[src/rtl/dbuf_chan_pkg.sv]
package dbuf_chan_pkg;

   localparam int PAD_W = 2;
   localparam int OP_W  = 3;

   typedef enum logic [OP_W-1:0] {
      OP_IDLE       = 3'b000,
      OP_WIPE       = 3'b001,
      OP_SLEEP      = 3'b010,
      OP_PHASE_COPY = 3'b011,
      OP_FILL_ALL   = 3'b100,
      OP_STAGE      = 3'b101,
      OP_STAGE_ACT  = 3'b110,
      OP_COPY_ALL   = 3'b111
   } op_e;

   typedef struct packed {
      logic wipe;
      logic sleep;
      logic wake;
      logic copy_all;
      logic phase_set;
      logic phase_val;
   } glb_ctl_t;

endpackage

[src/rtl/dbuf_cmd_decode.sv]
module dbuf_cmd_decode
   import dbuf_chan_pkg::*;
#(
   parameter int NUM_CH = 8,
   parameter int CODE_W = 8,
   parameter int ADDR_W = 3
) (
   input  logic [ADDR_W+OP_W+CODE_W-1:0] word,
   input  logic                          exec,
   output glb_ctl_t                      glb,
   output logic [NUM_CH-1:0]             stg_we,
   output logic [NUM_CH-1:0]             act_we,
   output logic [CODE_W-1:0]             data
);

   localparam int OP_LSB   = CODE_W;
   localparam int ADDR_LSB = CODE_W + OP_W;

   op_e               op;
   logic [ADDR_W-1:0] addr;
   logic              fill_all;
   logic              one_stage;
   logic              one_act;

   assign data = word[CODE_W-1:0];
   assign op   = op_e'(word[OP_LSB +: OP_W]);
   assign addr = word[ADDR_LSB +: ADDR_W];

   always_comb begin
      glb           = '0;
      glb.phase_val = addr[ADDR_W-1];
      fill_all      = 1'b0;
      one_stage     = 1'b0;
      one_act       = 1'b0;
      if (exec) begin
         case (op)
            OP_IDLE:       ;
            OP_WIPE:       begin glb.wipe = 1'b1; glb.wake = 1'b1; end
            OP_SLEEP:      glb.sleep = 1'b1;
            OP_PHASE_COPY: begin glb.copy_all = 1'b1; glb.phase_set = 1'b1; end
            OP_FILL_ALL:   begin fill_all = 1'b1; glb.wake = 1'b1; end
            OP_STAGE:      one_stage = 1'b1;
            OP_STAGE_ACT:  begin one_stage = 1'b1; one_act = 1'b1; glb.wake = 1'b1; end
            OP_COPY_ALL:   glb.copy_all = 1'b1;
            default:       ;
         endcase
      end
   end

   for (genvar gi = 0; gi < NUM_CH; gi++) begin : g_sel
      logic hit;
      assign hit        = (addr == ADDR_W'(gi));
      assign stg_we[gi] = fill_all | (one_stage & hit);
      assign act_we[gi] = fill_all | (one_act & hit);
   end

endmodule

[src/rtl/dbuf_pin_sync.sv]
module dbuf_pin_sync #(
   parameter int STAGES = 2
) (
   input  logic clk,
   input  logic rst_n,
   input  logic pin_n,
   output logic active
);

   if (STAGES == 0) begin : g_direct
      assign active = ~pin_n;
   end else begin : g_chain
      logic [STAGES-1:0] chain_q;
      always_ff @(posedge clk or negedge rst_n) begin
         if (!rst_n) chain_q <= '1;
         else        chain_q <= {chain_q[STAGES-2 >= 0 ? STAGES-2 : 0 : 0], pin_n} & {STAGES{1'b1}};
      end
      assign active = ~chain_q[STAGES-1];
   end

endmodule

[src/rtl/dbuf_chan_slot.sv]
module dbuf_chan_slot #(
   parameter int CODE_W = 8
) (
   input  logic              clk,
   input  logic              rst_n,
   input  logic              wipe,
   input  logic              stg_we,
   input  logic              act_we,
   input  logic              copy,
   input  logic [CODE_W-1:0] data,
   output logic [CODE_W-1:0] act_q
);

   logic [CODE_W-1:0] stg_q;
   logic [CODE_W-1:0] stg_nx;
   logic [CODE_W-1:0] act_nx;

   always_comb begin
      if (wipe)        stg_nx = '0;
      else if (stg_we) stg_nx = data;
      else             stg_nx = stg_q;
   end

   always_comb begin
      if (wipe)        act_nx = '0;
      else if (act_we) act_nx = data;
      else if (copy)   act_nx = stg_nx;
      else             act_nx = act_q;
   end

   always_ff @(posedge clk or negedge rst_n) begin
      if (!rst_n) begin
         stg_q <= '0;
         act_q <= '0;
      end else begin
         stg_q <= stg_nx;
         act_q <= act_nx;
      end
   end

endmodule

[src/rtl/dbuf_chan_ctrl.sv]
module dbuf_chan_ctrl
   import dbuf_chan_pkg::*;
#(
   parameter int NUM_CH      = 8,
   parameter int CODE_W      = 8,
   parameter int ADDR_W      = 3,
   parameter int SYNC_STAGES = 2
) (
   input  logic                                clk,
   input  logic                                rst_n,
   input  logic [PAD_W+ADDR_W+OP_W+CODE_W-1:0] cmd_word,
   input  logic                                cmd_exec,
   input  logic                                load_n,
   output logic [NUM_CH*CODE_W-1:0]            act_code,
   output logic [NUM_CH-1:0]                   chan_en,
   output logic                                shdn_flag,
   output logic                                phase_req,
   output logic                                phase_sel
);

   localparam int BODY_W = ADDR_W + OP_W + CODE_W;
   localparam int WORD_W = PAD_W + BODY_W;

   if (NUM_CH < 1 || NUM_CH > (1 << ADDR_W)) begin : g_bad_ch
      $error("NUM_CH must be between 1 and 2**ADDR_W");
   end
   if (CODE_W < NUM_CH) begin : g_bad_code
      $error("CODE_W must cover one mask bit per channel");
   end
   if (SYNC_STAGES < 0 || SYNC_STAGES > 4) begin : g_bad_sync
      $error("SYNC_STAGES must be 0 to 4");
   end

   glb_ctl_t          glb;
   logic [NUM_CH-1:0] stg_we;
   logic [NUM_CH-1:0] act_we;
   logic [CODE_W-1:0] data;
   logic              load_act;
   logic              unused_pad;

   assign unused_pad = ^cmd_word[WORD_W-1:BODY_W];

   dbuf_cmd_decode #(
      .NUM_CH (NUM_CH),
      .CODE_W (CODE_W),
      .ADDR_W (ADDR_W)
   ) dec_i (
      .word   (cmd_word[BODY_W-1:0]),
      .exec   (cmd_exec),
      .glb    (glb),
      .stg_we (stg_we),
      .act_we (act_we),
      .data   (data)
   );

   dbuf_pin_sync #(
      .STAGES (SYNC_STAGES)
   ) sync_i (
      .clk    (clk),
      .rst_n  (rst_n),
      .pin_n  (load_n),
      .active (load_act)
   );

   for (genvar gi = 0; gi < NUM_CH; gi++) begin : g_ch
      dbuf_chan_slot #(
         .CODE_W (CODE_W)
      ) slot_i (
         .clk    (clk),
         .rst_n  (rst_n),
         .wipe   (glb.wipe),
         .stg_we (stg_we[gi]),
         .act_we (act_we[gi]),
         .copy   (glb.copy_all | load_act),
         .data   (data),
         .act_q  (act_code[gi*CODE_W +: CODE_W])
      );
   end

   if (CODE_W > NUM_CH) begin : g_mask_spare
      logic unused_mask_bits;
      assign unused_mask_bits = ^data[CODE_W-1:NUM_CH];
   end

   // off_q bit set means the channel buffer is off; reset value 0 keeps all on
   logic [NUM_CH-1:0] off_q;
   logic              sleep_q;
   logic              preq_q;
   logic              psel_q;

   always_ff @(posedge clk or negedge rst_n) begin
      if (!rst_n) begin
         off_q   <= '0;
         sleep_q <= 1'b0;
         preq_q  <= 1'b0;
         psel_q  <= 1'b0;
      end else begin
         preq_q <= glb.phase_set;
         if (glb.phase_set) psel_q <= glb.phase_val;
         if (glb.wake) begin
            off_q   <= '0;
            sleep_q <= 1'b0;
         end else if (glb.sleep) begin
            off_q   <= ~data[NUM_CH-1:0];
            sleep_q <= 1'b1;
         end
      end
   end

   assign chan_en   = ~off_q;
   assign shdn_flag = sleep_q;
   assign phase_req = preq_q;
   assign phase_sel = psel_q;

endmodule

[config.mk]
export PLATFORM = sky130hd
export DESIGN_NAME = dbuf_chan_ctrl
export DESIGN_NICKNAME = d
export VERILOG_FILES = /design/src/rtl/dbuf_chan_pkg.sv /design/src/rtl/dbuf_cmd_decode.sv /design/src/rtl/dbuf_pin_sync.sv /design/src/rtl/dbuf_chan_slot.sv /design/src/rtl/dbuf_chan_ctrl.sv
export SDC_FILE = /design/constraint.sdc
export NUM_CORES = 1
export LEC_CHECK = 0
export ABC_AREA = 0
export BUFFER_PORTS_ARGS = -buffer_cell sky130_fd_sc_hd__buf_2
export CAP_MARGIN = 30
export CELL_PAD_IN_SITES_DETAIL_PLACEMENT = 1
export CELL_PAD_IN_SITES_GLOBAL_PLACEMENT = 2
export CORE_MARGIN = 1
export CORE_UTILIZATION = 36
export CTS_BUF_LIST = sky130_fd_sc_hd__clkbuf_4
export DETAILED_ROUTE_END_ITERATION = 8
export GPL_TIMING_DRIVEN = 0
export PLACE_DENSITY = 0.82
export SYNTH_ARGS = -nofsm -noshare
export SYNTH_HDL_FRONTEND = slang
export SYNTH_HIERARCHICAL = 1
export SYNTH_SLANG_ARGS = --single-unit
[constraint.sdc]
create_clock -name clk -period 1.9 [get_ports clk]
set_input_delay 0.38 -clock clk [delete_from_list [all_inputs] [get_ports clk]]
set_output_delay 0.38 -clock clk [all_outputs]
set_load 0.01 [all_outputs]
## After elaboration in Yosys (flattened, before gate mapping)

Cells that the tools add are included.

| storage, ports and cells | value |
|---|---|
| input port bits | 20 |
| flip-flop bits (word level) | 141 |
| logic and storage cells | 140 |
| output and inout bits | 75 |

| cells by class | value |
|---|---|
| muxes and demuxes | 56 |
| reduce and logical (&&, ||, !) cells | 13 |
| equal/unequal tests | 14 |
| bitwise gates (word level) | 36 |

Operator list:

| operator | count |
|---|---|
| $mux W8 | 42 |
| $eq A3 B3 Y1 const B | 8 |
| $reduce_bool A3 Y1 | 8 |
| $or A1 B1 Y1 | 17 |
| $and A1 B1 Y1 | 16 |
| $not A8 Y8 | 2 |
| $mux W1 | 13 |
| $eq A3 B2 Y1 const B | 4 |
| $eq A3 B1 Y1 const B | 2 |
| $mux W5 | 1 |
| $reduce_or A2 Y1 | 2 |
| $logic_not A3 Y1 | 1 |
| $reduce_or A3 Y1 | 1 |
| $reduce_bool A2 Y1 | 1 |
| $not A1 Y1 | 1 |

## Logic depth before layout (Yosys ltp)

| logic depth | value |
|---|---|
| depth after elaboration | 11 |
| depth in mapped cells | 7 |

## Hierarchy

The synthesis kept the hierarchy.

By module, submodules not included:

| module | cells an instance | times used | area an instance (um2) |
|---|---|---|---|
| dbuf_chan_slot | 71 | 8 | 799.5 |
| dbuf_chan_ctrl | 43 | 1 | 498.0 |
| dbuf_cmd_decode | 47 | 1 | 314.1 |
| dbuf_pin_sync | 3 | 1 | 56.3 |

## Worst setup path before layout

No wires, ideal clock.

| timing | value |
|---|---|
| kind | input port to flip-flop |
| start | input cmd_word[10] |
| end | register g_ch[0].slot_i.act_q[5] |
| stages | 4 |
| arrival time | 3.007 ns |
| path buffers | 1 |
| slack | -1.247 ns |
| cells stage by stage | nand2b_1 nor2_1 clkbuf_1 a2111oi_1 |

RTL lines:

| what | RTL line | RTL |
|---|---|---|
| from (decl) | dbuf_chan_ctrl.sv:11 | `input logic [PAD_W+ADDR_W+OP_W+CODE_W-1:0] cmd_word,` |
| to (signal assigned) | dbuf_chan_slot.sv:37 | `act_q <= act_nx;` |
| to (decl) | dbuf_chan_slot.sv:11 | `output logic [CODE_W-1:0] act_q` |

## Worst setup path in the final report

| timing | value |
|---|---|
| start | input cmd_word[9] |
| end | register g_ch[3].slot_i.act_q[4] |

| on the way | value |
|---|---|
| longest elaborated chain between the ends | 11 |
| elaborated cells between the ends (all ways) | 28 |
| classes of those cells | eq/ne (6); mux (14); bitwise (5); reduce/logical (3) |

Ends and longest elaborated chain:

| what | RTL line | RTL |
|---|---|---|
| $eq A3 B3 Y1 | dbuf_cmd_decode.sv:36 | `case (op)` |
| $reduce_or A2 Y1 (no line) | -- |  |
| $mux W1 | dbuf_cmd_decode.sv:36 |  |
| $mux W1 | dbuf_cmd_decode.sv:35 | `if (exec) begin` |
| $and A1 B1 Y1 | dbuf_cmd_decode.sv:53 | `assign stg_we[gi] = fill_all \| (one_stage & hit);` |
| $or A1 B1 Y1 (*) | dbuf_cmd_decode.sv:53 |  |
| via stg_we[3] | dbuf_chan_ctrl.sv:35 | `logic [NUM_CH-1:0] stg_we;` |
| $mux W8 (*) | dbuf_chan_slot.sv:20 | `else if (stg_we) stg_nx = data;` |
| $mux W8 (*) | dbuf_chan_slot.sv:19 | `if (wipe) stg_nx = '0;` |
| $mux W8 (*) | dbuf_chan_slot.sv:27 | `else if (copy) act_nx = stg_nx;` |
| $mux W8 (*) | dbuf_chan_slot.sv:26 | `else if (act_we) act_nx = data;` |
| $mux W8 (*) | dbuf_chan_slot.sv:25 | `if (wipe) act_nx = '0;` |
| to (signal assigned) | dbuf_chan_slot.sv:37 |  |
| to (decl) | dbuf_chan_slot.sv:11 |  |

The timed path passes the listed nets; every way through them passes the cells marked *. The select of a mux whose other input is x is not followed.
A chain may end at the register's enable or synchronous reset.

==> flow_summary.json <==
{
  "synthDistinctLibCells": 34,
  "final_hold_viol_count": 0,
  "path_class": "input port to flip-flop",
  "cts_root_buf": "clkbuf_4",
  "cp.required_ps": 2310,
  "synth_common_cells": "dfrtp_1, inv_1, nor2_1",
  "total_power_uw": 7548,
  "ys_ff_latch": 141,
  "synth.most_common_cell": "dfrtp_1",
  "worstPathMaxFanout": 8,
  "max_stage_delay_ps": 630,
  "startpoint_type": "input port",
  "ant_nets": 0,
  "worst_pin_slew_ps": 871.9,
  "power_frac_clock": 0.244,
  "cts_buffer_depth": 2,
  "yosysTopAreaCell": "dfrtp_1",
  "dp_hpwl_um": 13250,
  "cts_made_buffers": 17,
  "end_kind": "flip-flop",
  "slew_violations": 0,
  "routabilityCongestion": 0.7552,
  "p_sw_uw": 2409,
  "grt_pass1_wl_um": 34000,
  "grt_pass1_vias": 6085,
  "top_layer": "met4",
  "yosys.area.top_type_share": 0.4788,
  "start_util": 0.3708,
  "area_delta_synth_final_pct": 15.91,
  "dieWidth_um": 144.1,
  "drt-total-wl_um": 21340,
  "nNetsFinal": 792,
  "combinationalPowerShare": 0.243,
  "grt.overflow.total": 0,
  "skew_ps": 13.68,
  "insertion_delay_ps": 540,
  "antenna_found_initial": 2,
  "slew-limit-headroom": 0.4181,
  "path_cells": "buf_2, xnor2_1, o31ai_1, buf_6, a21o_4, a2111oi_1",
  "rsz0062_at_grt": "true",
  "via_per_inst": 5.395,
  "dr.pass1.iters": 4,
  "core_area_mm2": 0.01959,
  "io_buffers": 84,
  "pre_cts_slack_ps": -638.7,
  "synth_area_leaders": "dfrtp_1, mux2i_1, a2111oi_1",
  "drt-met1-wl_um": 9935,
  "setup_viol": 0,
  "layout_min_cycle_time_ps": 1839,
  "synthFlopType": "dfrtp_1",
  "fin_hold_ws_ps": 136.6,
  "vias": 5676,
  "synth_fp_nets": 681,
  "fillCellCount": 2189,
  "remaining_drc_errors": 0,
  "yosysWarnings": 6,
  "rows": 51,
  "fmaxAchievable_mhz": 543.8,
  "power_density_mw_per_mm2": 896.3,
  "wl_met2_um": 10250,
  "post-cts-setup-buffer-count": 0,
  "clk_pin_slew_ps": 110,
  "first_iter_violations": 301,
  "async_flop_share": 1.000,
  "p_seq_frac": 0.513,
  "worstPathArrival_ps": 2250,
  "die_area_mm2": 0.02075,
  "post_drt_wl_per_cell_um": 20.28,
  "drive_gt1_frac": 0.2599,
  "post-route-period-util": 0.9679,
  "crit_path_top_delay_cell": "xnor2_1",
  "track_usage": 0.2161,
  "cts_tree": "built",
  "intPower_uw": 5139,
  "synth_edf_count": 0,
  "io_pins": 95,
  "hold_class": "input port to flip-flop",
  "die_height_um": 144.1,
  "ys_seq_area_frac": 0.4860,
  "htreeDepth": 4,
  "clock_sinks": 141,
  "max_cap_viol_count": 0,
  "syn_avg_cell_area_um2": 10.99,
  "r2r_slack_ps": 80,
  "netSwitchingFraction": 0.3192,
  "max-vdd-ir-drop_uv": 313.7,
  "synth_cells": 661,
  "grt_max_degree": 84,
  "status": "finished clean",
  "postLayoutCellArea_mm2": 0.008421,
  "placed_area_mm2": 0.008080,
  "setup_ws_ps": 60.98,
  "dr_wl_met3_um": 827,
  "syn_area_mm2": 0.007264,
  "p_leak_uw": 0.003696
}
## worst max-delay path: cells and delay by family
family | cells | cell delay (ps)
compound gates | 3 | 910
xor+xnor | 1 | 630
buf+inv | 2 | 320
## power by group through the flow
stage               combinational, uW  sequential [uW]  clock (uW)
floorplan                        1010             3980           0
global placement                 1720             3900           0
detailed placement               1810             3920           0
CTS                              1830             3870        1920
global route                     2030             3930        2040
finish                           1840             3870        1840
## path summary, 6_finish.rpt
kind                                        endpoint                 startpoint  depth (start not counted)
max                          g_ch[3].slot_i/act_q[4]                cmd_word[9]                          6
min                                        phase_req                cmd_word[8]                          3
max reg2reg                  g_ch[3].slot_i/act_q[4]  sync_i/g_chain.chain_q[1]                          4
min reg2reg                sync_i/g_chain.chain_q[1]  sync_i/g_chain.chain_q[0]                          0
max in group asynchronous    g_ch[1].slot_i/act_q[7]                      rst_n                          3
min in group asynchronous    g_ch[4].slot_i/act_q[5]                      rst_n                          2
## metal layers
| metal | track usage | vias up |
|---|---|---|
| met5 | 0 | - |
| met1 | 0.2859 | 2888 |
| met3 | 0.03841 | 22 |
| li1 | - | 2634 |
| met4 | 0.07111 | 0 |
| met2 | 0.3562 | 132 |
## state kept, by name (all words and copies together) (netlist names)
register	count
g_ch.slot_i/act_q	64
g_ch.slot_i/stg_q	64
off_q	8
phase_req	1
phase_sel	1
shdn_flag	1
sync_i/g_chain.chain_q	2
## layout make-up
cell class              count  area, um^2  share of cell area
diodes                      2       5.005           0.0005944
plain buffers              62       501.7             0.05958
clock buffers              20       150.1             0.01783
clock inverters            12       102.6             0.01218
inverters                  73       274.0             0.03254
multi-input cells         389        3030              0.3599
flip-flops and latches    141        3531              0.4193
well taps                 265       331.6             0.03938
repair buffers             88       494.2             0.05869
## stage by stage
step           utilization  setup TNS (ps)  std cells
2_1_floorplan            -               0        661
3_3_place_gp        0.4097         -295990       1010
3_5_place_dp        0.4125          -55620       1012
4_1_cts             0.4270          -114.8       1048
5_1_grt             0.4298               0       1052
6_report            0.4298               0       1052
## cells in the final DEF, fill, tap and decap left out, types with 2 or more instances in the layout
cell | netlist | final
dfrtp_1 | 139 | 139
buf_2 | 0 | 83
inv_1 | 73 | 73
nor2_1 | 73 | 72
mux2i_1 | 64 | 64
nor3_1 | 64 | 64
nor4b_1 | 64 | 64
a2111oi_1 | 56 | 50
buf_4 | 33 | 33
clkbuf_4 | 0 | 20
buf_6 | 17 | 18
a2111oi_2 | 8 | 14
clkbuf_1 | 10 | 10
a21oi_1 | 9 | 9
a21o_4 | 8 | 8
o31ai_1 | 7 | 7
a211oi_2 | 6 | 6
clkinv_1 | 0 | 6
or2_4 | 0 | 4
nand2b_1 | 4 | 4
clkinv_2 | 0 | 4
nand3b_1 | 4 | 4
nor2_2 | 2 | 3
or3b_1 | 3 | 3
diode_2 | 0 | 2
buf_12 | 1 | 2
bufinv_16 | 0 | 2
nand2_1 | 2 | 2
dlygate4sd3_1 | 0 | 2
dfstp_2 | 2 | 2
## cell families (layout without fill, tap and decap cells)
kind of cell    count (synthesis)  after routing  share of synthesized area
xor+xnor                        1              1                   0.001206
simple gates                  222            226                     0.1788
compound gates                 97             97                     0.1374
flops                         141            141                     0.4860
other cells                     0              2                          0
buf+inv                       135            255                     0.1068
mux                            65             65                    0.08973
## what timing repair did
action                                 in CTS  in global routing
setup endpoints to repair                  43                 48
gates resized for setup                     0                  9
endpoints found under the hold margin      57                  0
hold buffers                                2                  0
gates cloned                                2                  2
pin swaps                                   2                  1
Note: power is estimated with default switching activity, not from simulation.
